==> src/rtl/i2c_page_pkg.sv <==
package i2c_page_pkg;

  // Strobes from the bus controller to the datapath, one-cycle pulses
  typedef struct packed {
    logic push;       // store pushByte into the write buffer
    logic commit;     // interpret and clear the write buffer
    logic rdRestart;  // rewind the read pointer to window start
    logic rdNext;     // advance the read pointer (wraps at window end)
  } ctrlStrobe_t;

  typedef enum logic [2:0] {
    ST_IDLE,
    ST_ADDR,
    ST_ADDR_ACK,
    ST_WR,
    ST_WR_ACK,
    ST_RD,
    ST_RD_ACK,
    ST_PARK
  } busState_t;

endpackage

==> src/rtl/i2c_page_ctrl.sv <==
module i2c_page_ctrl
  import i2c_page_pkg::*;
#(
  parameter logic [6:0] TARGET_ADDR = 7'h1A
) (
  input  logic        clk,
  input  logic        rst_n,
  input  logic        sclS,
  input  logic        sdaS,
  input  logic [7:0]  rdByte,
  output ctrlStrobe_t ctrlS,
  output logic [7:0]  pushByte,
  output logic        sdaDriveLow
);

  busState_t   state;
  logic        sclPrev, sdaPrev;
  logic [3:0]  bitCnt;
  logic [7:0]  shiftIn;
  logic [7:0]  txShift;
  logic        isRead;
  logic        nackSeen;

  logic sclRise, sclFall, startEv, stopEv;

  always_comb begin
    sclRise = sclS && !sclPrev;
    sclFall = !sclS && sclPrev;
    startEv = sclS && sclPrev && sdaPrev && !sdaS;
    stopEv  = sclS && sclPrev && !sdaPrev && sdaS;
  end

  always_ff @(posedge clk or negedge rst_n) begin
    if (!rst_n) begin
      state       <= ST_IDLE;
      sclPrev     <= 1'b1;
      sdaPrev     <= 1'b1;
      bitCnt      <= '0;
      shiftIn     <= '0;
      txShift     <= '0;
      isRead      <= 1'b0;
      nackSeen    <= 1'b0;
      sdaDriveLow <= 1'b0;
      pushByte    <= '0;
      ctrlS       <= '0;
    end else begin
      sclPrev <= sclS;
      sdaPrev <= sdaS;
      ctrlS   <= '0;
      if (stopEv) begin
        state        <= ST_IDLE;
        sdaDriveLow  <= 1'b0;
        ctrlS.commit <= 1'b1;
      end else if (startEv) begin
        state       <= ST_ADDR;
        bitCnt      <= '0;
        sdaDriveLow <= 1'b0;
      end else begin
        case (state)
          ST_ADDR, ST_WR: begin
            if (sclRise) begin
              shiftIn <= {shiftIn[6:0], sdaS};
              bitCnt  <= bitCnt + 4'd1;
            end else if (sclFall && bitCnt == 4'd8) begin
              bitCnt <= '0;
              if (state == ST_ADDR) begin
                if (shiftIn[7:1] == TARGET_ADDR) begin
                  sdaDriveLow     <= 1'b1;
                  isRead          <= shiftIn[0];
                  state           <= ST_ADDR_ACK;
                  ctrlS.commit    <= 1'b1;
                  ctrlS.rdRestart <= 1'b1;
                end else begin
                  state <= ST_IDLE;
                end
              end else begin
                sdaDriveLow <= 1'b1;
                pushByte    <= shiftIn;
                ctrlS.push  <= 1'b1;
                state       <= ST_WR_ACK;
              end
            end
          end
          ST_ADDR_ACK: begin
            if (sclFall) begin
              if (isRead) begin
                txShift      <= rdByte;
                sdaDriveLow  <= !rdByte[7];
                ctrlS.rdNext <= 1'b1;
                bitCnt       <= '0;
                state        <= ST_RD;
              end else begin
                sdaDriveLow <= 1'b0;
                state       <= ST_WR;
              end
            end
          end
          ST_WR_ACK: begin
            if (sclFall) begin
              sdaDriveLow <= 1'b0;
              state       <= ST_WR;
            end
          end
          ST_RD: begin
            if (sclFall) begin
              if (bitCnt == 4'd7) begin
                sdaDriveLow <= 1'b0;
                state       <= ST_RD_ACK;
              end else begin
                txShift     <= {txShift[6:0], 1'b0};
                sdaDriveLow <= !txShift[6];
                bitCnt      <= bitCnt + 4'd1;
              end
            end
          end
          ST_RD_ACK: begin
            if (sclRise) begin
              nackSeen <= sdaS;
            end else if (sclFall) begin
              if (nackSeen) begin
                state <= ST_PARK;
              end else begin
                txShift      <= rdByte;
                sdaDriveLow  <= !rdByte[7];
                ctrlS.rdNext <= 1'b1;
                bitCnt       <= '0;
                state        <= ST_RD;
              end
            end
          end
          default: ;
        endcase
      end
    end
  end

endmodule

==> src/rtl/i2c_page_data.sv <==
module i2c_page_data
  import i2c_page_pkg::*;
#(
  parameter int PAGES     = 4,
  parameter int REGS      = 16,
  parameter int BUF_BYTES = 68
) (
  input  logic        clk,
  input  logic        rst_n,
  input  ctrlStrobe_t ctrlS,
  input  logic [7:0]  pushByte,
  output logic [7:0]  rdByte,
  output logic        applyBusy
);

  localparam int ENTRIES = PAGES * REGS;
  localparam int ENT_W   = $clog2(ENTRIES);
  localparam int PTR_W   = $clog2(BUF_BYTES);
  localparam int IDX_W   = $clog2(2 * REGS + 1);

  logic [7:0]       bufMem  [BUF_BYTES];
  logic [15:0]      regFile [ENTRIES];
  logic [PTR_W-1:0] wrPtr;
  logic [7:0]       rdPage, rdOff;
  logic [IDX_W-1:0] rdIdx;
  logic [7:0]       applyPage, applyOff;
  logic [PTR_W-1:0] applyLeft, applyCnt;

  logic [PTR_W-1:0] commitPairs;
  logic [PTR_W-1:0] loIdx, hiIdx;
  logic [8:0]       tgtOff;
  logic             tgtOk;
  logic [ENT_W-1:0] wrEntry, rdEntry;
  logic             selValid;
  logic [IDX_W-1:0] winLen, idxInc;
  logic [15:0]      rdWord;

  always_comb begin
    applyBusy   = (applyLeft != '0);
    commitPairs = (wrPtr - PTR_W'(2)) >> 1;
    loIdx       = PTR_W'({applyCnt, 1'b0} + 2);
    hiIdx       = loIdx + PTR_W'(1);
    tgtOff      = {1'b0, applyOff} + 9'(applyCnt);
    tgtOk       = (applyPage < 8'(PAGES)) && (tgtOff < 9'(REGS));
    wrEntry     = ENT_W'(int'(applyPage) * REGS + int'(tgtOff));
    selValid    = (rdPage < 8'(PAGES)) && (rdOff < 8'(REGS));
    winLen      = selValid ? IDX_W'(2 * (REGS - int'(rdOff))) : IDX_W'(4);
    idxInc      = rdIdx + IDX_W'(1);
    rdEntry     = ENT_W'(int'(rdPage) * REGS + int'(rdOff) + int'(rdIdx >> 1));
    rdWord      = regFile[rdEntry];
    rdByte      = !selValid ? 8'hFF : (rdIdx[0] ? rdWord[15:8] : rdWord[7:0]);
  end

  // Circular capture buffer, no reset needed on the storage itself
  always_ff @(posedge clk) begin
    if (ctrlS.push) bufMem[wrPtr] <= pushByte;
  end

  always_ff @(posedge clk or negedge rst_n) begin
    if (!rst_n) begin
      wrPtr     <= '0;
      rdPage    <= 8'hFF;
      rdOff     <= 8'hFF;
      applyPage <= '0;
      applyOff  <= '0;
      applyLeft <= '0;
      applyCnt  <= '0;
    end else begin
      if (ctrlS.commit) begin
        wrPtr <= '0;
        if (wrPtr >= PTR_W'(2) && !applyBusy) begin
          if (commitPairs == '0) begin
            rdPage <= bufMem[0];
            rdOff  <= bufMem[1];
          end else begin
            applyPage <= bufMem[0];
            applyOff  <= bufMem[1];
            applyLeft <= commitPairs;
            applyCnt  <= '0;
          end
        end
      end else if (ctrlS.push) begin
        wrPtr <= (wrPtr == PTR_W'(BUF_BYTES - 1)) ? '0 : wrPtr + PTR_W'(1);
      end
      if (applyBusy) begin
        applyLeft <= applyLeft - PTR_W'(1);
        applyCnt  <= applyCnt + PTR_W'(1);
      end
    end
  end

  always_ff @(posedge clk or negedge rst_n) begin
    if (!rst_n) begin
      for (int i = 0; i < ENTRIES; i++) regFile[i] <= '0;
    end else if (applyBusy && tgtOk) begin
      regFile[wrEntry] <= {bufMem[hiIdx], bufMem[loIdx]};
    end
  end

  always_ff @(posedge clk or negedge rst_n) begin
    if (!rst_n) begin
      rdIdx <= '0;
    end else if (ctrlS.rdRestart) begin
      rdIdx <= '0;
    end else if (ctrlS.rdNext) begin
      rdIdx <= (idxInc >= winLen) ? '0 : idxInc;
    end
  end

endmodule

==> src/rtl/i2c_page_target.sv <==
module i2c_page_target
  import i2c_page_pkg::*;
#(
  parameter logic [6:0] TARGET_ADDR = 7'h1A,
  parameter int         PAGES       = 4,
  parameter int         REGS        = 16,
  parameter int         BUF_BYTES   = 68
) (
  input  logic clk,
  input  logic rst_n,
  input  logic sclIn,
  input  logic sdaIn,
  output logic sdaDriveLow
);

  logic [1:0]  sclSync, sdaSync;
  logic        sclS, sdaS;
  ctrlStrobe_t ctrlS;
  logic [7:0]  pushByte;
  logic [7:0]  rdByte;
  logic        applyBusy;

  always_ff @(posedge clk or negedge rst_n) begin
    if (!rst_n) begin
      sclSync <= 2'b11;
      sdaSync <= 2'b11;
    end else begin
      sclSync <= {sclSync[0], sclIn};
      sdaSync <= {sdaSync[0], sdaIn};
    end
  end

  assign sclS = sclSync[1];
  assign sdaS = sdaSync[1];

  i2c_page_ctrl #(
    .TARGET_ADDR(TARGET_ADDR)
  ) ctrl_i (
    .clk        (clk),
    .rst_n      (rst_n),
    .sclS       (sclS),
    .sdaS       (sdaS),
    .rdByte     (rdByte),
    .ctrlS      (ctrlS),
    .pushByte   (pushByte),
    .sdaDriveLow(sdaDriveLow)
  );

  i2c_page_data #(
    .PAGES    (PAGES),
    .REGS     (REGS),
    .BUF_BYTES(BUF_BYTES)
  ) data_i (
    .clk      (clk),
    .rst_n    (rst_n),
    .ctrlS    (ctrlS),
    .pushByte (pushByte),
    .rdByte   (rdByte),
    .applyBusy(applyBusy)
  );

endmodule

==> config.mk <==
export PLATFORM = sky130hd
export DESIGN_NAME = i2c_page_target
export DESIGN_NICKNAME = d
export VERILOG_FILES = /design/src/rtl/i2c_page_pkg.sv /design/src/rtl/i2c_page_ctrl.sv /design/src/rtl/i2c_page_data.sv /design/src/rtl/i2c_page_target.sv
export SDC_FILE = /design/constraint.sdc
export NUM_CORES = 2
export LEC_CHECK = 0
export BUFFER_PORTS_ARGS = -buffer_cell sky130_fd_sc_hd__buf_2
export CORE_AREA = 2 2 463 465
export CTS_CLUSTER_SIZE = 14
export DETAILED_ROUTE_END_ITERATION = 6
export DIE_AREA = 0 0 465 467
export GPL_TIMING_DRIVEN = 1
export PLACE_DENSITY_LB_ADDON = 0.05
export SYNTH_ARGS = -nofsm -noshare
export SYNTH_HDL_FRONTEND = slang
export SYNTH_HIERARCHICAL = 1
export SYNTH_SLANG_ARGS = --single-unit
==> constraint.sdc <==
create_clock -name clk -period 4.7 [get_ports clk]
set_input_delay 0.47 -clock clk [delete_from_list [all_inputs] [get_ports clk]]
set_output_delay 0.47 -clock clk [all_outputs]
set_load 0.01 [all_outputs]
Word-level counts from Yosys, hierarchy flattened

Memory sizes are Yosys's and may differ from the RTL's.
Index checks and enable logic that the tools add are counted.

Bits in registers: 1126
Memory bits (writable): 544
Bits of input ports: 4
Output and inout bits: 1
Logic and storage cells: 285
Memories kept: 1

$add $sub $neg: 13
Magnitude comparators: 9
Eq/ne operators: 36
Muxes and demuxes: 90
Bitwise gates (word level): 7
Reductions and logical operators: 41

Memory list:

| name          | depth | bits a word | read ports | clocked after memory_dff | wr ports | line                | text |
|---|---|---|---|---|---|---|---|
| data_i.bufMem | 68    | 8           | 4          | 0                        | 1        | i2c_page_data.sv:21 | `logic [7:0] bufMem [BUF_BYTES];` |

Operators with widths:

| operator                                                    | count |
|---|---|
| bitwise mux 1024 bit                                        | 1 |
| 2-to-1 mux 7 bit                                            | 18 |
| binary-select mux 16 bit (select 6 bit)                     | 1 |
| demux 16 bit (select 6 bit)                                 | 1 |
| 2-to-1 mux 16 bit                                           | 3 |
| 2-to-1 mux 3 bit                                            | 15 |
| 2-to-1 mux 4 bit                                            | 11 |
| AND reduction 10 bit                                        | 3 |
| != test 4 x 1 -> 1 bit (second input constant)              | 7 |
| 2-to-1 mux 1 bit                                            | 24 |
| 2-to-1 mux 6 bit                                            | 4 |
| adder 7 x 1 -> 7 bit (second input constant)                | 3 |
| one-hot mux 7 bit (3 select lines)                          | 1 |
| adder 6 bit                                                 | 3 |
| less-than comparator 8 x 3 -> 1 bit (second input constant) | 2 |
| 2-to-1 mux 8 bit                                            | 2 |
| one-hot mux 4 bit (4 select lines)                          | 1 |
| one-hot mux 3 bit (5 select lines)                          | 1 |
| >= comparator 7 bit (second input constant)                 | 2 |
| inverter 6 -> 7 bit                                         | 2 |
| nonzero test 7 bit                                          | 2 |
| logical AND 1 bit                                           | 13 |
| != test 3 x 1 -> 1 bit (second input constant)              | 4 |
| != test 4 bit (second input constant)                       | 3 |
| other kinds (39)                                            | 69 |

Longest topological paths before layout

Depth in word-level cells: 15
Depth in mapped cells: 15
Depth with buffers taken out: 13

Hierarchy

The synthesis kept the hierarchy.

By module, submodules not included:

| module          | times used | cells each | area an instance (µm²) | seq. area each (µm²) |
|---|---|---|---|---|
| i2c_page_data   | 1          | 5641       | 71696.3                | 43456.7 |
| i2c_page_ctrl   | 1          | 187        | 1959.4                 | 978.4 |
| i2c_page_target | 1          | 4          | 105.1                  | 105.1 |

Worst setup path before layout

No wires, ideal clock.

Path kind: register to register
From: reg data_i.rdIdx[2]
To: reg ctrl_i.sdaDriveLow
Setup time: 0.110 ns
Data arrival time: 3.754 ns
Required time: 4.590 ns
Setup slack: 0.836 ns
Cell stages (with the launch flop): 14
Buffers on the path: 1
Period minus slack after synthesis: 3.864 ns
Cell sequence: dfrtp_1 > ha_1 > ha_1 > inv_1 > fa_1 > xor2_1 > clkbuf_1 > mux4_2 > mux2_2 > o22ai_1 > nor3_1 > o21ai_0 > a21oi_1 > o41ai_1

Cells in the longest elaborated chain, start to end: 14
Elaborated cells between the ends (all ways): 16

RTL lines:

| item                                                   | line                                      | text |
|---|---|---|
| start: declaration                                     | i2c_page_data.sv:25                       | `logic [IDX_W-1:0] rdIdx;` |
| start signal: assignment                               | i2c_page_data.sv:106                      | `rdIdx <= (idxInc >= winLen) ? '0 : idxInc;` |
| adder 6 bit *                                          | i2c_page_data.sv:49                       | `rdEntry = ENT_W'(int'(rdPage) * REGS + int'(rdOff) + int'(rdIdx >> 1));` |
| inverter 6 -> 7 bit (not written as such) *            | i2c_page_data.sv:50                       | `rdWord = regFile[rdEntry];` |
| binary-select mux 16 bit (select 6 bit) *              | i2c_page_data.sv:50                       |  |
| 2-to-1 mux 16 bit (not written as such) * (2 in a row) | i2c_page_data.sv:50                       |  |
| 2-to-1 mux 8 bit * (2 in a row)                        | i2c_page_data.sv:51                       | `rdByte = !selValid ? 8'hFF : (rdIdx[0] ? rdWord[15:8] : rdWord[7:0]);` |
| net rdByte[7]                                          | i2c_page_target.sv:20                     | `logic [7:0] rdByte;` |
| logical NOT 1 bit *                                    | i2c_page_ctrl.sv:88, i2c_page_ctrl.sv:124 |  |
| 2-to-1 mux 1 bit                                       | i2c_page_ctrl.sv:120                      | `if (nackSeen) begin` |
| 2-to-1 mux 1 bit                                       | i2c_page_ctrl.sv:119                      | `end else if (sclFall) begin` |
| 2-to-1 mux 1 bit                                       | i2c_page_ctrl.sv:117                      | `if (sclRise) begin` |
| one-hot mux 1 bit (5 select lines) *                   | i2c_page_ctrl.sv:59                       | `case (state)` |
| 2-to-1 mux 1 bit *                                     | i2c_page_ctrl.sv:54                       | `end else if (startEv) begin` |
| 2-to-1 mux 1 bit *                                     | i2c_page_ctrl.sv:50                       | `if (stopEv) begin` |
| end signal: assignment                                 | i2c_page_ctrl.sv:88                       | `sdaDriveLow <= !rdByte[7];` |
| end signal: assignment                                 | i2c_page_ctrl.sv:111                      | `sdaDriveLow <= !txShift[6];` |
| end signal: assignment                                 | i2c_page_ctrl.sv:124                      | `sdaDriveLow <= !rdByte[7];` |
| end: declaration                                       | i2c_page_ctrl.sv:13                       | `output logic sdaDriveLow` |

The timed path passes the listed nets; every way through them passes the cells marked *. The select of a mux whose other input is x is not followed.
A chain may end at the register's enable or synchronous reset.

Worst setup path in the final report

From: reg data_i.rdOff[1] (read register of data_i.bufMem)
To: reg ctrl_i.sdaDriveLow

Cells in the longest elaborated chain, start to end: 15
Elaborated cells between the ends (all ways): 19

RTL lines:

| item                                                 | line                                      | text |
|---|---|---|
| start: declaration                                   | i2c_page_data.sv:24                       | `logic [7:0] rdPage, rdOff;` |
| adder 6 bit (2 in a row)                             | i2c_page_data.sv:49                       |  |
| inverter 6 -> 7 bit (not written as such)            | i2c_page_data.sv:50                       |  |
| binary-select mux 16 bit (select 6 bit)              | i2c_page_data.sv:50                       |  |
| 2-to-1 mux 16 bit (not written as such) (2 in a row) | i2c_page_data.sv:50                       |  |
| 2-to-1 mux 8 bit                                     | i2c_page_data.sv:51                       |  |
| 2-to-1 mux 8 bit *                                   | i2c_page_data.sv:51                       |  |
| net rdByte[7]                                        | i2c_page_target.sv:20                     |  |
| logical NOT 1 bit *                                  | i2c_page_ctrl.sv:88, i2c_page_ctrl.sv:124 |  |
| 2-to-1 mux 1 bit                                     | i2c_page_ctrl.sv:120                      |  |
| 2-to-1 mux 1 bit                                     | i2c_page_ctrl.sv:119                      |  |
| 2-to-1 mux 1 bit                                     | i2c_page_ctrl.sv:117                      |  |
| one-hot mux 1 bit (5 select lines) *                 | i2c_page_ctrl.sv:59                       |  |
| 2-to-1 mux 1 bit *                                   | i2c_page_ctrl.sv:54                       |  |
| 2-to-1 mux 1 bit *                                   | i2c_page_ctrl.sv:50                       |  |

Marks and branches as above.

==> PnR_summary.wiki <==
{| class="wikitable"
! Metric !! Value
|-
| Count of flip-flops with a built-in enable after synthesis || around 540
|-
| Crit-path max FO || 13
|-
| Placed cell areas || 78800 sq um
|-
| Count of placed standard cells in the final layout, fillers left out || 8760
|-
| Buffer and inverter count on the worst path || 3
|-
| Arrival time of data at the critical path endpoint || 5.24 ns
|-
| Unrepaired setup endpoints after global routing || false
|-
| Cell type contributing the most total cell area after synthesis || sky130_fd_sc_hd__dfrtp_1
|-
| Vias post-DR || between 50000 and 60000
|-
| Required arrival time at the worst endpoint || ~5.4 ns
|-
| Mean post-synth cell area || between 10 and 15 sq um
|-
| Number of buffers created by CTS || between 150 and 200
|-
| Number of top-level design ports || 5
|-
| Initial core utilization || roughly a third
|-
| Routed length per placed instance || roughly 30 microns
|-
| Critical Path Start || data_i/rdOff[1]
|-
| Yosys warning count || 6
|-
| HPWL after DPL || 162 mm
|-
| Post-synthesis sequential area ratio || about three fifths
|-
| Mapped Cells || 5832
|-
| DRT iter0 DRCs || between 4000 and 5000
|-
| Ordered list of cells on the worst path || ha_1, ha_4, inv_1, fa_2, nor2b_4, buf_4, a221oi_1, o21ai_0, a21oi_1, o22ai_1, nor3_2, buf_4, o21ai_0, a21oi_1, o41ai_1
|-
| Slowest cell on the critical path || sky130_fd_sc_hd__a221oi_1
|-
| R2R Path Start || data_i/rdOff[1]
|-
| TritonRoute pass-1 iters || 5
|-
| Fraction of synthesis flops using an asynchronous set or reset pin || 67.4%
|-
| Kind of cell adding the most delay to the critical path || compound AO/OA/AOI/OAI gates
|-
| Worst setup path class || reg2reg
|-
| Largest cells by area after synthesis || sky130_fd_sc_hd__dfrtp_1, sky130_fd_sc_hd__edfxtp_1, sky130_fd_sc_hd__a21oi_1, sky130_fd_sc_hd__mux4_2, sky130_fd_sc_hd__mux2i_1
|-
| Clock Latency Late Sink || around 0.85 ns
|-
| Path depth of the worst reg2reg path || 15
|-
| Sinks on Clock Net || between 1500 and 2000
|-
| Total setup violations reported at the end of the flow || 0
|-
| Number of distinct library cell variants in the gate-level netlist after synthesis || 83
|-
| Number of max-cap violations || 0
|-
| Final Power || about 30 mW
|-
| Cell leakage power || between 30 and 40 nW
|-
| Post-route fraction of the period consumed by the critical path || between 90% and 100%
|-
| Cell Count Post-Placement || around 8400
|-
| WP depth || 15
|-
| Number of global-route vias before repair || about 50000
|-
| Ratio of total power to cell area || about 350 nW/um^2
|-
| Critical path endpoint category || flop
|-
| Slew Limit Headroom || between 20% and 30%
|-
| Clock-pin slew of the registers on the worst-case setup and hold paths || 0.06 ns
|-
| TritonCTS clock tree || yes
|-
| Ys flop type || sky130_fd_sc_hd__dfrtp_1
|-
| End of the worst register-to-register path || ctrl_i/sdaDriveLow
|-
| Vias per std cell || ~5.8
|-
| Layout cell share with drive strength beyond 1 || 20.0%
|-
| Path type of the worst min-delay path || in2async
|-
| Hold violation total from the final report || 0
|-
| Setup TNS || 0 ns
|-
| All-layer global routing usage || a little under a quarter
|-
| Standard cell core area || about 210000 sq um
|-
| Largest stage delay on the critical path || between 0.6 and 0.7 ns
|-
| Fillcell total || roughly 20000
|-
| Remaining design rule violation count || 0
|-
| Post-synth top cells || sky130_fd_sc_hd__a21oi_1, sky130_fd_sc_hd__dfrtp_1, sky130_fd_sc_hd__edfxtp_1
|-
| Initial antenna violation count || 16
|-
| Area growth syn-to-layout || 15.3%
|-
| Post-route design area || between 80000 and 90000 sq um
|-
| Synthesized net count || 5873
|-
| Slew at the pin closest to its max-slew limit || 1.11 ns
|-
| Row Count || 169
|-
| Count of input and output buffers || 4
|-
| Most used standard cell by instance count after synthesis || sky130_fd_sc_hd__a21oi_1
|-
| Slack of the worst reg-to-reg path || 0.17 ns
|-
| Clock period minus worst slack || 4.53 ns
|-
| Horizontal die dimension || between 400 and 500 microns
|-
| Multi-input logic area || around 27000 sq um
|-
| Launching element type of the critical path || flop
|-
| Die height || approximately 470 microns
|-
| Wire length after detailed routing || between 200 and 300 mm
|-
| Seq. cell area || 44600 sq um
|-
| Clock tree root driver cell || sky130_fd_sc_hd__clkbuf_16
|-
| First-pass GRT wire length || about 370 mm
|-
| Number of nets in the layout || between 5000 and 6000
|-
| Final RePlAce weighted congestion || roughly 0.83
|-
| Post-route ant nets || 0
|-
| Post-synth top area share || about 37%
|-
| Area of the die || 217000 sq um
|-
| Largest net degree at the start of global routing || approximately 130
|-
| Outcome || completed
|-
| Number of levels the H-tree was split into || 4
|-
| Worst voltage drop across the vdd grid || about 410 uV
|-
| Number of max-slew violations in the final report || 0
|-
| Layout Skew || ~0.035 ns
|-
| Overflow after GRT || 0
|-
| Buffer levels on the longest clock path || 3
|-
| Post-synthesis instance area || 73800 sq um
|-
| Fmax achieved || roughly 220 MHz
|-
| CP endpoint || ctrl_i/sdaDriveLow
|-
| Flop and latch count out of synthesis || ~1700
|}
## per-stage QoR
| step | hold slack [ns] | utilization, % | setup WS [ns] |
|---|---|---|---|
| floorplan | 0.174 | - | 0.836 |
| global placement | 0.352 | 37.2 | 0.00553 |
| detailed placement | 0.351 | 37.2 | -0.0222 |
| CTS | 0.0451 | 40.2 | 0.0773 |
| global route | 0.0832 | 40.2 | 0.0204 |
| finish | 0.106 | 40.2 | 0.170 |
## routing by layer
layer	global-route usage (%)	part of all wire (%)
met1	34.2	46
met2	34.7	44
met3	5.07	6.6
met4	7.16	2.9
met5	0	0.016
## layout by cell type (no fill, tap or decap), types with 16 or more instances in the layout
cell type and count:
sky130_fd_sc_hd__a21oi_1 2084, sky130_fd_sc_hd__dfrtp_1 1095, sky130_fd_sc_hd__edfxtp_1 544, sky130_fd_sc_hd__mux4_2 352, sky130_fd_sc_hd__buf_4 279, sky130_fd_sc_hd__clkbuf_16 192, sky130_fd_sc_hd__mux2i_1 176, sky130_fd_sc_hd__nor2_1 160
sky130_fd_sc_hd__buf_12 90, sky130_fd_sc_hd__nand2_1 83, sky130_fd_sc_hd__and2_1 78, sky130_fd_sc_hd__a221oi_1 73, sky130_fd_sc_hd__mux2_2 69, sky130_fd_sc_hd__o21ai_0 62, sky130_fd_sc_hd__clkbuf_1 47, sky130_fd_sc_hd__nor3_1 38
sky130_fd_sc_hd__o22ai_1 33, sky130_fd_sc_hd__ha_1 31, sky130_fd_sc_hd__clkinv_2 27, sky130_fd_sc_hd__dfstp_2 22, sky130_fd_sc_hd__clkbuf_8 21, sky130_fd_sc_hd__nor3_2 21, sky130_fd_sc_hd__inv_1 20, sky130_fd_sc_hd__nand3_1 19
sky130_fd_sc_hd__a22oi_1 18, sky130_fd_sc_hd__clkinv_1 16, sky130_fd_sc_hd__a31oi_4 16
## logic make-up (layout without fill, tap and decap cells)
| kind of cell | Yosys count | after routing | synth area share (%) |
|---|---|---|---|
| and+or+nand+nor | 496 | 496 | 3.47 |
| buffers and inverters | 639 | 742 | 3.83 |
| adders and majority gates | 37 | 37 | 0.658 |
| AOI/OAI and AO/OA | 2366 | 2366 | 17.1 |
| xor gates and xnor gates | 27 | 27 | 0.321 |
| muxes | 597 | 597 | 14.2 |
| DFF | 1670 | 1670 | 60.4 |
| other | 0 | 4 | 0 |
## final cells by class
type	instances	share of cell area (%)
clock inverter	83	1.05
timing repair buffer	376	4.65
clock buffer	260	6.20
tap	2821	4.15
antenna	4	0.0118
sequential	1670	52.4
inverter	23	0.102
multi-input combinational	3523	31.4
## what timing repair did
item	in CTS	in global routing
endpoints found under the setup margin	1	2
setup buffers	0	3
pin swaps	0	1
endpoints found under the hold margin	292	0
resized for setup	1	2
hold buffers	3	0
## worst min path at each step
stage | startpoint | cells after the start | end
2_1_floorplan | rst_n | 0 | ctrl_i/bitCnt[0]
3_3_place_gp | sdaSync[0] | 0 | sdaSync[1]
3_5_place_dp | sdaSync[0] | 0 | sdaSync[1]
4_1_cts | rst_n | 2 | data_i/regFile[682]
5_1_grt | rst_n | 2 | data_i/regFile[682]
6_report | rst_n | 2 | data_i/regFile[682]
## state kept, by name, summed over array words and instances, names as in the netlist, 6 cells and up
signal            flops
data_i/regFile     1024
ctrl_i/pushByte       8
data_i/applyLeft      7
data_i/applyOff       8
data_i/bufMem       544
ctrl_i/shiftIn        8
data_i/wrPtr          7
ctrl_i/txShift        7
data_i/applyPage      8
data_i/rdPage         8
data_i/rdOff          8
data_i/applyCnt       7
data_i/rdIdx          6
## power by group
group	internal [mW]	leakage [nW]	switching, mW
sequential	15.0	21.3	0.0547
clock	8.48	3.00	6.32
combinational	0.0762	10.3	0.260
total	23.5	34.6	6.64
Power figures use the tool's default switching activity.
